`config.mk`:
```
export PLATFORM = sky130hd
export DESIGN_NAME = vcap_frontend
export DESIGN_NICKNAME = d
export VERILOG_FILES = /design/src/rtl/vcap_pkg.sv /design/src/rtl/vcap_sync.sv /design/src/rtl/vcap_timing.sv /design/src/rtl/vcap_dbuf.sv /design/src/rtl/vcap_frontend.sv
export SDC_FILE = /design/constraint.sdc
export NUM_CORES = 1
export LEC_CHECK = 0
export BUFFER_PORTS_ARGS = -buffer_cell sky130_fd_sc_hd__buf_2
export CAP_MARGIN = 20
export CORE_AREA = 2 2 258 260
export DETAILED_ROUTE_END_ITERATION = 16
export DIE_AREA = 0 0 260 262
export PLACE_DENSITY = 0.94
export SLEW_MARGIN = 20
export SYNTH_ARGS = -nofsm -noshare
export SYNTH_HDL_FRONTEND = slang
export SYNTH_HIERARCHICAL = 1
export SYNTH_SLANG_ARGS = --single-unit
```
`constraint.sdc`:
```
create_clock -name clk -period 7.5 [get_ports clk]
set_input_delay 1.5 -clock clk [delete_from_list [all_inputs] [get_ports clk]]
set_output_delay 1.5 -clock clk [all_outputs]
set_load 0.01 [all_outputs]
```
`src/rtl/vcap_pkg.sv`:
```
package vcap_pkg;

  // Normalized control bits, index order matches cfg_pol.
  localparam int unsigned CtlQual  = 0;
  localparam int unsigned CtlLine  = 1;
  localparam int unsigned CtlField = 2;
  localparam int unsigned CtlFrame = 3;

  // Convert raw input levels to "asserted" levels.
  function automatic logic [3:0] apply_polarity(input logic [3:0] raw,
                                                input logic [3:0] low_act);
    return raw ^ low_act;
  endfunction

  // Rising edge of an asserted level.
  function automatic logic lead_edge(input logic now_lvl, input logic prev_lvl);
    return now_lvl & ~prev_lvl;
  endfunction

endpackage

```
`src/rtl/vcap_sync.sv`:
```
module vcap_sync
  import vcap_pkg::*;
#(
  parameter int unsigned DW = 16
) (
  input  logic          clk,
  input  logic          rst_n,
  input  logic [3:0]    cfg_pol,
  input  logic          vid_valid,
  input  logic          vid_line,
  input  logic          vid_field,
  input  logic          vid_frame,
  input  logic [DW-1:0] vid_data,
  output logic          s_valid,
  output logic          s_field,
  output logic [DW-1:0] s_data,
  output logic          line_edge,
  output logic          frame_edge
);

  logic [3:0]    lvl_q;
  logic          line_prev_q;
  logic          frame_prev_q;
  logic [DW-1:0] data_q;

  always_ff @(posedge clk or negedge rst_n) begin
    if (!rst_n) begin
      lvl_q        <= '0;
      line_prev_q  <= 1'b0;
      frame_prev_q <= 1'b0;
      data_q       <= '0;
    end else begin
      lvl_q        <= apply_polarity({vid_frame, vid_field, vid_line, vid_valid}, cfg_pol);
      line_prev_q  <= lvl_q[CtlLine];
      frame_prev_q <= lvl_q[CtlFrame];
      data_q       <= vid_data;
    end
  end

  assign s_valid    = lvl_q[CtlQual];
  assign s_field    = lvl_q[CtlField];
  assign s_data     = data_q;
  assign line_edge  = lead_edge(lvl_q[CtlLine], line_prev_q);
  assign frame_edge = lead_edge(lvl_q[CtlFrame], frame_prev_q);

endmodule

```
`src/rtl/vcap_timing.sv`:
```
module vcap_timing #(
  parameter int unsigned PW = 12,
  parameter int unsigned LW = 11
) (
  input  logic          clk,
  input  logic          rst_n,
  input  logic          cfg_interlace,
  input  logic          s_valid,
  input  logic          s_field,
  input  logic          line_edge,
  input  logic          frame_edge,
  output logic [PW-1:0] pix_count,
  output logic [LW-1:0] line_count,
  output logic          field_id,
  output logic          field_nxt,
  output logic          line_start,
  output logic          frame_start
);

  function automatic logic [PW-1:0] next_pix(input logic [PW-1:0] cur,
                                             input logic restart,
                                             input logic qual);
    logic [PW-1:0] inc;
    inc = {{(PW-1){1'b0}}, qual};
    return restart ? inc : cur + inc;
  endfunction

  function automatic logic [LW-1:0] next_line(input logic [LW-1:0] cur,
                                              input logic fr_edge,
                                              input logic ln_edge);
    if (fr_edge) return '0;
    if (ln_edge) return cur + LW'(1);
    return cur;
  endfunction

  logic [PW-1:0] pix_q;
  logic [LW-1:0] line_q;
  logic          field_q;
  logic          ls_q;
  logic          fs_q;

  assign field_nxt = frame_edge ? (cfg_interlace & s_field) : field_q;

  always_ff @(posedge clk or negedge rst_n) begin
    if (!rst_n) begin
      pix_q   <= '0;
      line_q  <= '0;
      field_q <= 1'b0;
      ls_q    <= 1'b0;
      fs_q    <= 1'b0;
    end else begin
      pix_q   <= next_pix(pix_q, line_edge, s_valid);
      line_q  <= next_line(line_q, frame_edge, line_edge);
      field_q <= field_nxt;
      ls_q    <= line_edge;
      fs_q    <= frame_edge;
    end
  end

  assign pix_count   = pix_q;
  assign line_count  = line_q;
  assign field_id    = field_q;
  assign line_start  = ls_q;
  assign frame_start = fs_q;

endmodule

```
`src/rtl/vcap_dbuf.sv`:
```
module vcap_dbuf #(
  parameter int unsigned DW    = 16,
  parameter int unsigned DEPTH = 32
) (
  input  logic          clk,
  input  logic          rst_n,
  input  logic          wr_en,
  input  logic [DW-1:0] wr_data,
  input  logic          wr_field,
  input  logic          close_req,
  input  logic          out_ready,
  output logic          out_valid,
  output logic [DW-1:0] out_data,
  output logic          out_last,
  output logic          out_eol,
  output logic          out_field,
  output logic          overflow,
  output logic          pix_drop,
  output logic [1:0]    bank_ready
);

  localparam int unsigned AW = (DEPTH > 1) ? $clog2(DEPTH) : 1;
  localparam int unsigned CW = AW + 1;

  logic          wsel_q, rsel_q;
  logic [CW-1:0] wcnt_q, rcnt_q;
  logic          ovf_q;

  logic          close_now, tgt_sel, tgt_busy, do_write, fill_done;
  logic [CW-1:0] tgt_cnt;
  logic          rd_fire, rd_last;

  logic [1:0][CW-1:0] blen;
  logic [1:0]         beol;
  logic [1:0]         bfld;
  logic [1:0][DW-1:0] rd_word;

  // Write-side decision: an early close moves filling to the other bank
  // before this cycle's pixel is placed.
  always_comb begin
    close_now = close_req && (wcnt_q != '0);
    tgt_sel   = close_now ? ~wsel_q : wsel_q;
    tgt_cnt   = close_now ? '0 : wcnt_q;
    tgt_busy  = bank_ready[tgt_sel];
    do_write  = wr_en && !tgt_busy;
    pix_drop  = wr_en && tgt_busy;
    fill_done = do_write && (tgt_cnt == CW'(DEPTH - 1));
  end

  assign out_valid = bank_ready[rsel_q];
  assign rd_fire   = out_valid && out_ready;
  assign rd_last   = (rcnt_q == blen[rsel_q] - CW'(1));
  assign out_data  = rd_word[rsel_q];
  assign out_last  = out_valid && rd_last;
  assign out_eol   = out_valid && rd_last && beol[rsel_q];
  assign out_field = bfld[rsel_q];
  assign overflow  = ovf_q;

  for (genvar b = 0; b < 2; b++) begin : g_bank
    logic          rdy_q;
    logic [CW-1:0] len_q;
    logic          eol_q;
    logic          fld_q;
    logic [DW-1:0] mem_q [DEPTH];
    logic          set_close, set_full, clr, wr_here;

    assign set_close = close_now && (wsel_q == 1'(b));
    assign set_full  = fill_done && (tgt_sel == 1'(b));
    assign clr       = rd_fire && rd_last && (rsel_q == 1'(b));
    assign wr_here   = do_write && (tgt_sel == 1'(b));

    always_ff @(posedge clk or negedge rst_n) begin
      if (!rst_n) begin
        rdy_q <= 1'b0;
        len_q <= '0;
        eol_q <= 1'b0;
        fld_q <= 1'b0;
      end else begin
        if (set_close) begin
          rdy_q <= 1'b1;
          len_q <= wcnt_q;
          eol_q <= 1'b1;
        end else if (set_full) begin
          rdy_q <= 1'b1;
          len_q <= CW'(DEPTH);
          eol_q <= 1'b0;
        end else if (clr) begin
          rdy_q <= 1'b0;
        end
        if (wr_here) fld_q <= wr_field;
      end
    end

    always_ff @(posedge clk) begin
      if (wr_here) mem_q[tgt_cnt[AW-1:0]] <= wr_data;
    end

    assign bank_ready[b] = rdy_q;
    assign blen[b]       = len_q;
    assign beol[b]       = eol_q;
    assign bfld[b]       = fld_q;
    assign rd_word[b]    = mem_q[rcnt_q[AW-1:0]];
  end

  always_ff @(posedge clk or negedge rst_n) begin
    if (!rst_n) begin
      wsel_q <= 1'b0;
      wcnt_q <= '0;
      rsel_q <= 1'b0;
      rcnt_q <= '0;
      ovf_q  <= 1'b0;
    end else begin
      if (fill_done) begin
        wsel_q <= ~tgt_sel;
        wcnt_q <= '0;
      end else if (do_write) begin
        wsel_q <= tgt_sel;
        wcnt_q <= tgt_cnt + CW'(1);
      end else if (close_now) begin
        wsel_q <= ~wsel_q;
        wcnt_q <= '0;
      end
      if (rd_fire) begin
        if (rd_last) begin
          rsel_q <= ~rsel_q;
          rcnt_q <= '0;
        end else begin
          rcnt_q <= rcnt_q + CW'(1);
        end
      end
      if (pix_drop) ovf_q <= 1'b1;
    end
  end

endmodule

```
`src/rtl/vcap_frontend.sv`:
```
module vcap_frontend #(
  parameter int unsigned DW    = 16,
  parameter int unsigned DEPTH = 32,
  parameter int unsigned PW    = 12,
  parameter int unsigned LW    = 11
) (
  input  logic          clk,
  input  logic          rst_n,
  input  logic [3:0]    cfg_pol,
  input  logic          cfg_interlace,
  input  logic          vid_valid,
  input  logic          vid_line,
  input  logic          vid_field,
  input  logic          vid_frame,
  input  logic [DW-1:0] vid_data,
  input  logic          out_ready,
  output logic          out_valid,
  output logic [DW-1:0] out_data,
  output logic          out_last,
  output logic          out_eol,
  output logic          out_field,
  output logic [PW-1:0] pix_count,
  output logic [LW-1:0] line_count,
  output logic          field_id,
  output logic          line_start,
  output logic          frame_start,
  output logic          overflow
);

  logic          s_valid, s_field, line_edge, frame_edge, field_nxt;
  logic [DW-1:0] s_data;
  logic          pix_drop;
  logic [1:0]    bank_ready;

  vcap_sync #(.DW(DW)) u_sync (
    .clk(clk), .rst_n(rst_n), .cfg_pol(cfg_pol),
    .vid_valid(vid_valid), .vid_line(vid_line), .vid_field(vid_field),
    .vid_frame(vid_frame), .vid_data(vid_data),
    .s_valid(s_valid), .s_field(s_field), .s_data(s_data),
    .line_edge(line_edge), .frame_edge(frame_edge)
  );

  vcap_timing #(.PW(PW), .LW(LW)) u_timing (
    .clk(clk), .rst_n(rst_n), .cfg_interlace(cfg_interlace),
    .s_valid(s_valid), .s_field(s_field),
    .line_edge(line_edge), .frame_edge(frame_edge),
    .pix_count(pix_count), .line_count(line_count),
    .field_id(field_id), .field_nxt(field_nxt),
    .line_start(line_start), .frame_start(frame_start)
  );

  vcap_dbuf #(.DW(DW), .DEPTH(DEPTH)) u_dbuf (
    .clk(clk), .rst_n(rst_n),
    .wr_en(s_valid), .wr_data(s_data), .wr_field(field_nxt),
    .close_req(line_edge | frame_edge), .out_ready(out_ready),
    .out_valid(out_valid), .out_data(out_data), .out_last(out_last),
    .out_eol(out_eol), .out_field(out_field), .overflow(overflow),
    .pix_drop(pix_drop), .bank_ready(bank_ready)
  );

endmodule

```
==> out/results.txt, run 1 <==
status: finished clean
syn nets: 2,187
hold_ws: 0.392 ns
crit path max fanout: 63
Final TNS setup: 0 ns
syn avg cell area: 20.2 um^2
Hold Path Class: reg2reg
Relative slew margins: 17.0%
f_max: 170 MHz
port bufs: 74
CTS tree: built
Final Max Tran Viols: 0
htree depth: 3
num ports: 75
DR WL/cell: 35.7 um
# DRC: 0
cts hold-fix bufs: 0
clock-pin slew on the worst setup and hold paths: 0.07 ns
crit path time final: 5.88 ns
RR Endpoint: u_dbuf/g_bank[0].eol_q$_DFFE_PN0P_
WP data required: 6.00 ns
GR Util All Layers: 34.8%
ANT nets after route: 0
final setup vio count: 0
row cnt: 94
PostCTS Resize Cnt: 0
Initial Util: 66.3%
Post-Synthesis Cells: 2,146
Max Cap Viol: 0
initial antenna violation count: 2
Final GP Congestion: 0.872
Post-CTS Setup Bufs: 0
Die W: 260 um
Hold Fails Final Rpt: 0
Hold Crit Start: u_sync/lvl_q[1]$_DFF_PN0_
Post-layout nets: 2,334
via count: 24,000
cell area after synthesis: 43,300 um^2
LEAKAGE: 15.6 nW
Worst R2R Path Depth: 10
die area: 68,100 um^2
period utilization: 78.4%
root buffer cell: clkbuf_16
Power Dens Cells: 341 nW/um^2
vias in the first global route: 24,400
first-pass GRT wire length: 168 mm
Skew-Pair Late Insertion Delay: 0.68 ns
Worst Tran Pin Value: 1.24 ns
largest net degree at the start of global routing: 118
Max Buffers Root-to-Sink: 3
Ys Warns: 6
Reg2Reg Setup Slack: 2.25 ns
CP Launch Type: register
Worst IR Drop VDD: 0.252 mV
Hold EP: u_sync/line_prev_q$_DFF_PN0_
Worst Hold Depth: 0
pre-CTS setup slack: 2.47 ns
CP arrival: 4.38 ns
hpwl dp: 60.5 mm
layout cell share with drive strength beyond 1: 26.3%
worst r2r src: u_dbuf/wcnt_q[2]$_DFF_PN0_
kind of critical path: reg2out
crit end category: output port
1st-pass router iterations: 8
RSZ-0062 raised after global routing: no
core area: 65,300 um^2
Util after Layout: 74.1%
Die Ht: 262 um
GRT overflow: 0
Via density: 7.38
P&R area growth vs syn: 11.7%
Setup Skew: 0.0391 ns
Final WS setup: 1.62 ns
DRT iter0 DRCs: 4,166
CTS Buf Count: 101
number of clock sinks: 1,105
Detailed Route WL: 116 mm
==> cells in the final DEF, fill, tap and decap left out, types with 24 or more instances in the layout <==
cell,n
o21ai_0,28
buf_4,75
nor2b_1,39
o21ai_1,30
clkinv_2,24
mux2_2,40
mux2i_1,62
buf_2,73
mux4_2,238
a21oi_1,51
clkbuf_16,107
edfxtp_1,1024
dfrtp_1,59
nand2_1,90
a22oi_1,53
nor2_1,90
==> metal layers <==
layer	share of wire (%)	wire [um]	GRT usage [%]	vias up
li1	-	-	-	9058
met2	49	56800	57.4	2386
met5	0.023	27	0.0694	-
met3	14	15900	9.26	503
met1	32	36700	44.2	12000
met4	5.6	6440	15.8	4
==> flip-flops by register name, summed over array words and instances, names as in the netlist <==
name	cells
u_dbuf/g_bank.eol_q	2
u_dbuf/g_bank.rdy_q	2
u_dbuf/wsel_q	1
u_dbuf/rsel_q	1
u_sync/lvl_q	4
u_sync/s_data	16
u_dbuf/g_bank.mem_q	1024
u_timing/line_start	1
u_timing/pix_count	12
u_timing/line_count	11
u_dbuf/g_bank.fld_q	2
u_dbuf/wcnt_q	6
u_sync/line_prev_q	1
u_timing/field_id	1
u_dbuf/overflow	1
u_dbuf/rcnt_q	6
u_timing/frame_start	1
u_sync/frame_prev_q	1
u_dbuf/g_bank.len_q	12
==> power breakdown <==
group,total (mW),internal (mW),switching [mW]
Clock,5.33,3.06,2.27
Combinational,4.00,1.74,2.27
Sequential,7.16,6.80,0.353
==> cell type report <==
cell class,instances,area (um^2)
sequential,1105,32800
fill,3248,16900
multi-input combinational,918,9880
clock buffer,130,2810
tap,864,1080
timing repair buffer,154,1060
clock inverter,60,612
inverter,13,48.8
antenna,1,2.50
==> stage by stage <==
stage	total power, mW	std cells	area [um^2]
detailed placement	11.0	3052	44800
global placement	10.8	3052	44800
global route	16.9	3244	48300
CTS	16.4	3242	48200
finish	16.5	3245	48300
floorplan	9.91	2146	43300
==> critical path: stages, from the launching register on <==
cell	delay (ns)
dfrtp_4	1.10
buf_12	0.53
mux4_2	0.66
mux2_1	0.34
o22ai_1	0.19
nor2_1	0.11
o21ai_1	0.26
o21ai_1	0.25
buf_2	0.21
==> how the worst max path moves through the flow <==
stage	slack, ns	cells after the start	end	from
after floorplan	3.34	9	out_eol	u_dbuf/rsel_q$_DFFE_PN0N_
after global placement	2.57	7	out_data[7]	u_dbuf/rcnt_q[0]$_DFFE_PN0P_
after detailed placement	2.47	8	out_data[4]	u_dbuf/rcnt_q[0]$_DFFE_PN0P_
after CTS	1.68	8	out_data[4]	u_dbuf/rcnt_q[0]$_DFFE_PN0P_
after global routing	1.47	8	out_data[4]	u_dbuf/rcnt_q[0]$_DFFE_PN0P_
final	1.62	8	out_data[4]	u_dbuf/rcnt_q[0]$_DFFE_PN0P_
Note: power is estimated with default switching activity, not from simulation.
==> inputs of run 2 (changes only) <==
Settings changed: CORE_AREA 2 2 258 260 to 2 2 282 284, DIE_AREA 0 0 260 262 to 0 0 284 286, PLACE_DENSITY 0.94 to 0.85.
Clock period 7.5 ns to 5.05 ns, I/O delays scaled along.
==> run 2 against run 1 <==
Against the previous run: final area is 0.71% higher; count of clock-buffer cells in the layout stayed put; sequential cell count stayed put; sequential power is 47% higher; utilization is 12 points lower; critical path depth is 1 lower; clock skew is 0.015 ns lower; cell count is 6.6% higher; register-to-register slack worse by 2.0 ns; setup slack worse by 1.5 ns; non-clock buffer count is 30 higher.
==> out/results.txt, run 2 (synthesis gave the netlist of run 1 again) <==
WP data required: 4.04 ns (-1.96 ns)
Critical-path top delay cell: dfrtp_4
GRT overflow: 0 (unchanged)
crit path max fanout: 19 (-70%)
f_max: 202 MHz
CP cell instances: buf_6 > mux4_2 > a22oi_1 > nand2_1 > o21ai_1 > o21ai_1 > buf_2
Post-layout nets: 2,362 (+1.2%)
CP arrival: 3.95 ns (-0.43 ns)
Final Max Tran Viols: 0 (unchanged)
largest net degree at the start of global routing: 102 (-14%)
Power Dens Cells: 502 nW/um^2 (+47%)
row cnt: 103 (+9.6%)
# DRC: 0 (unchanged)
die area: 81,200 um^2 (+19%)
RSZ-0062 raised after global routing: no
DR WL met3: 13.1 mm (-18%)
CP Launch Type: register
period utilization: 98.1%
layout cell share with drive strength beyond 1: 26.5% (+0.17 points)
Skew-Pair Late Insertion Delay: 0.66 ns (-0.02 ns)
hpwl dp: 57.3 mm (-5.3%)
Top delay family on crit path: compound AO/OA/AOI/OAI gates
CTS tree: built
number of clock sinks: 1,105 (unchanged)
Die Ht: 286 um (+9.2%)
via count: 23,200 (-3.0%)
initial antenna violation count: 3 (+1)
DRT iter0 DRCs: 3,804 (-8.7%)
Setup Skew: 0.0237 ns (-0.0154 ns)
most frequent cells in the layout: 1,024 x edfxtp_1, 238 x mux4_2, 105 x clkbuf_16
Design Area, Final: 48,700 um^2 (+0.71%)
LEAKAGE: 15.7 nW (+0.62%)
htree depth: 3 (unchanged)
Worst IR Drop VDD: 0.421 mV (+67%)
Final GP Congestion: 0.865 (-0.79%)
Max Buffers Root-to-Sink: 3 (unchanged)
1st-pass router iterations: 6 (-2)
DR WL met2: 52.2 mm (-8.0%)
Area after DPL: 45,300 um^2 (+1.1%)
Initial Util: 55.3% (-11 points)
wire length on met1: 37.1 mm (+0.99%)
Die W: 284 um (+9.2%)
DR WL/cell: 31.3 um (-12%)
kind of critical path: reg2out
Max Cap Viol: 0 (unchanged)
cts hold-fix bufs: 0 (unchanged)
P&R area growth vs syn: 12.4%
port bufs: 74 (unchanged)
Detailed Route WL: 108 mm (-6.5%)
CTS Buf Count: 99 (-2.0%)
clock-pin slew on the worst setup and hold paths: 0.07 ns (about the same)
Hold Path Class: in2async
vias in the first global route: 23,700 (-2.9%)
ANT nets after route: 0 (unchanged)
Relative slew margins: 35.0% (+18 points)
first-pass GRT wire length: 160 mm (-4.6%)
core area: 78,400 um^2 (+20%)
uppermost layer routed: met5
Hold Fails Final Rpt: 0 (unchanged)
Via density: 6.72 (-9.0%)
num ports: 75 (unchanged)
max incr delay on CP: 0.74 ns (-0.36 ns)
GR Util All Layers: 26.8% (-8.0 points)
root buffer cell: clkbuf_16
most common cell after layout, fill and taps aside: edfxtp_1
crit end category: output port
crit path time final: 4.96 ns
final setup vio count: 0 (unchanged)
flip-flop count of the largest register, all copies and words added: 1,024 (unchanged)
Final TNS setup: 0 ns (unchanged)
Filler Cell Count: 4,978 (+53%)
Final Power: 24.5 mW (+48%)
Critical path buffers and inverters: 2 (unchanged)
CP dominant cell by count: o21ai_1
Worst Tran Pin Value: 0.973 ns (-0.269 ns)
status: finished clean
run 2: worst paths after layout:
path                                               from                                 end  slack (ns)  depth (start not counted)
min in group clk              u_sync/lvl_q[3]$_DFF_PN0_       u_sync/frame_prev_q$_DFF_PN0_        0.37                          0
max                        u_dbuf/rcnt_q[0]$_DFFE_PN0P_                         out_data[2]        0.09                          7
min                                               rst_n    u_timing/pix_count[10]$_DFF_PN0_        0.37                          1
max in group asynchronous                         rst_n         u_sync/s_data[11]$_DFF_PN0_        4.10                          1
max reg2reg                  u_dbuf/wcnt_q[3]$_DFF_PN0_  u_dbuf/g_bank[0].eol_q$_DFFE_PN0P_        0.27                         10
min reg2reg                   u_sync/lvl_q[3]$_DFF_PN0_       u_sync/frame_prev_q$_DFF_PN0_        0.37                          0
run 2: routing by layer:
| layer | GRT usage, % | vias to the layer above |
|---|---|---|
| li1 | - | 9114 |
| met1 | 35.4 | 11800 |
| met2 | 42.9 | 1903 |
| met3 | 6.34 | 404 |
| met4 | 12.7 | 6 |
| met5 | 0 | - |
run 2: cell type report:
cell class              instances  area [um^2]  share of cell area, %
clock buffers                 130         2740                   5.63
multi-input cells             918         9830                   20.2
flip-flops and latches       1105        32800                   67.5
repair buffers                184         1330                   2.73
clock inverters                56          573                   1.18
inverters                      13         48.8                  0.100
diodes                          2         5.00                 0.0103
well taps                    1050         1310                   2.70
run 2: through the flow:
stage / setup WS [ns] / util [%] / hold slack [ns] / instances
after floorplan: 1.38 / - / 0.347 / 2146
after global placement: 0.712 / 57.8 / 0.353 / 3269
after detailed placement: 0.600 / 57.8 / 0.358 / 3269
after CTS: 0.0528 / 62.1 / 0.372 / 3456
after global routing: 0.0548 / 62.1 / 0.387 / 3456
final: 0.0947 / 62.1 / 0.368 / 3458
run 2: what timing repair did:
action	in CTS	in global routing
resized for setup	0	2
setup endpoints to repair	1	1
setup buffers	1	0
run 2: worst register-to-register path: cells and delay by family (launching register included):
family | cells | cell delay [ns]
simple gates | 3 | 1.26
fa+ha+maj | 2 | 1.05
mux | 2 | 0.77
compound gates | 1 | 0.67
flops | 1 | 0.53
buf+inv | 2 | 0.40
run 2: report_power, final:
part / switching, mW / leakage [nW] / internal, mW
Clock: 3.28 / 1.62 / 4.44
Combinational: 3.53 / 3.88 / 2.72
Sequential: 0.383 / 10.2 / 10.1
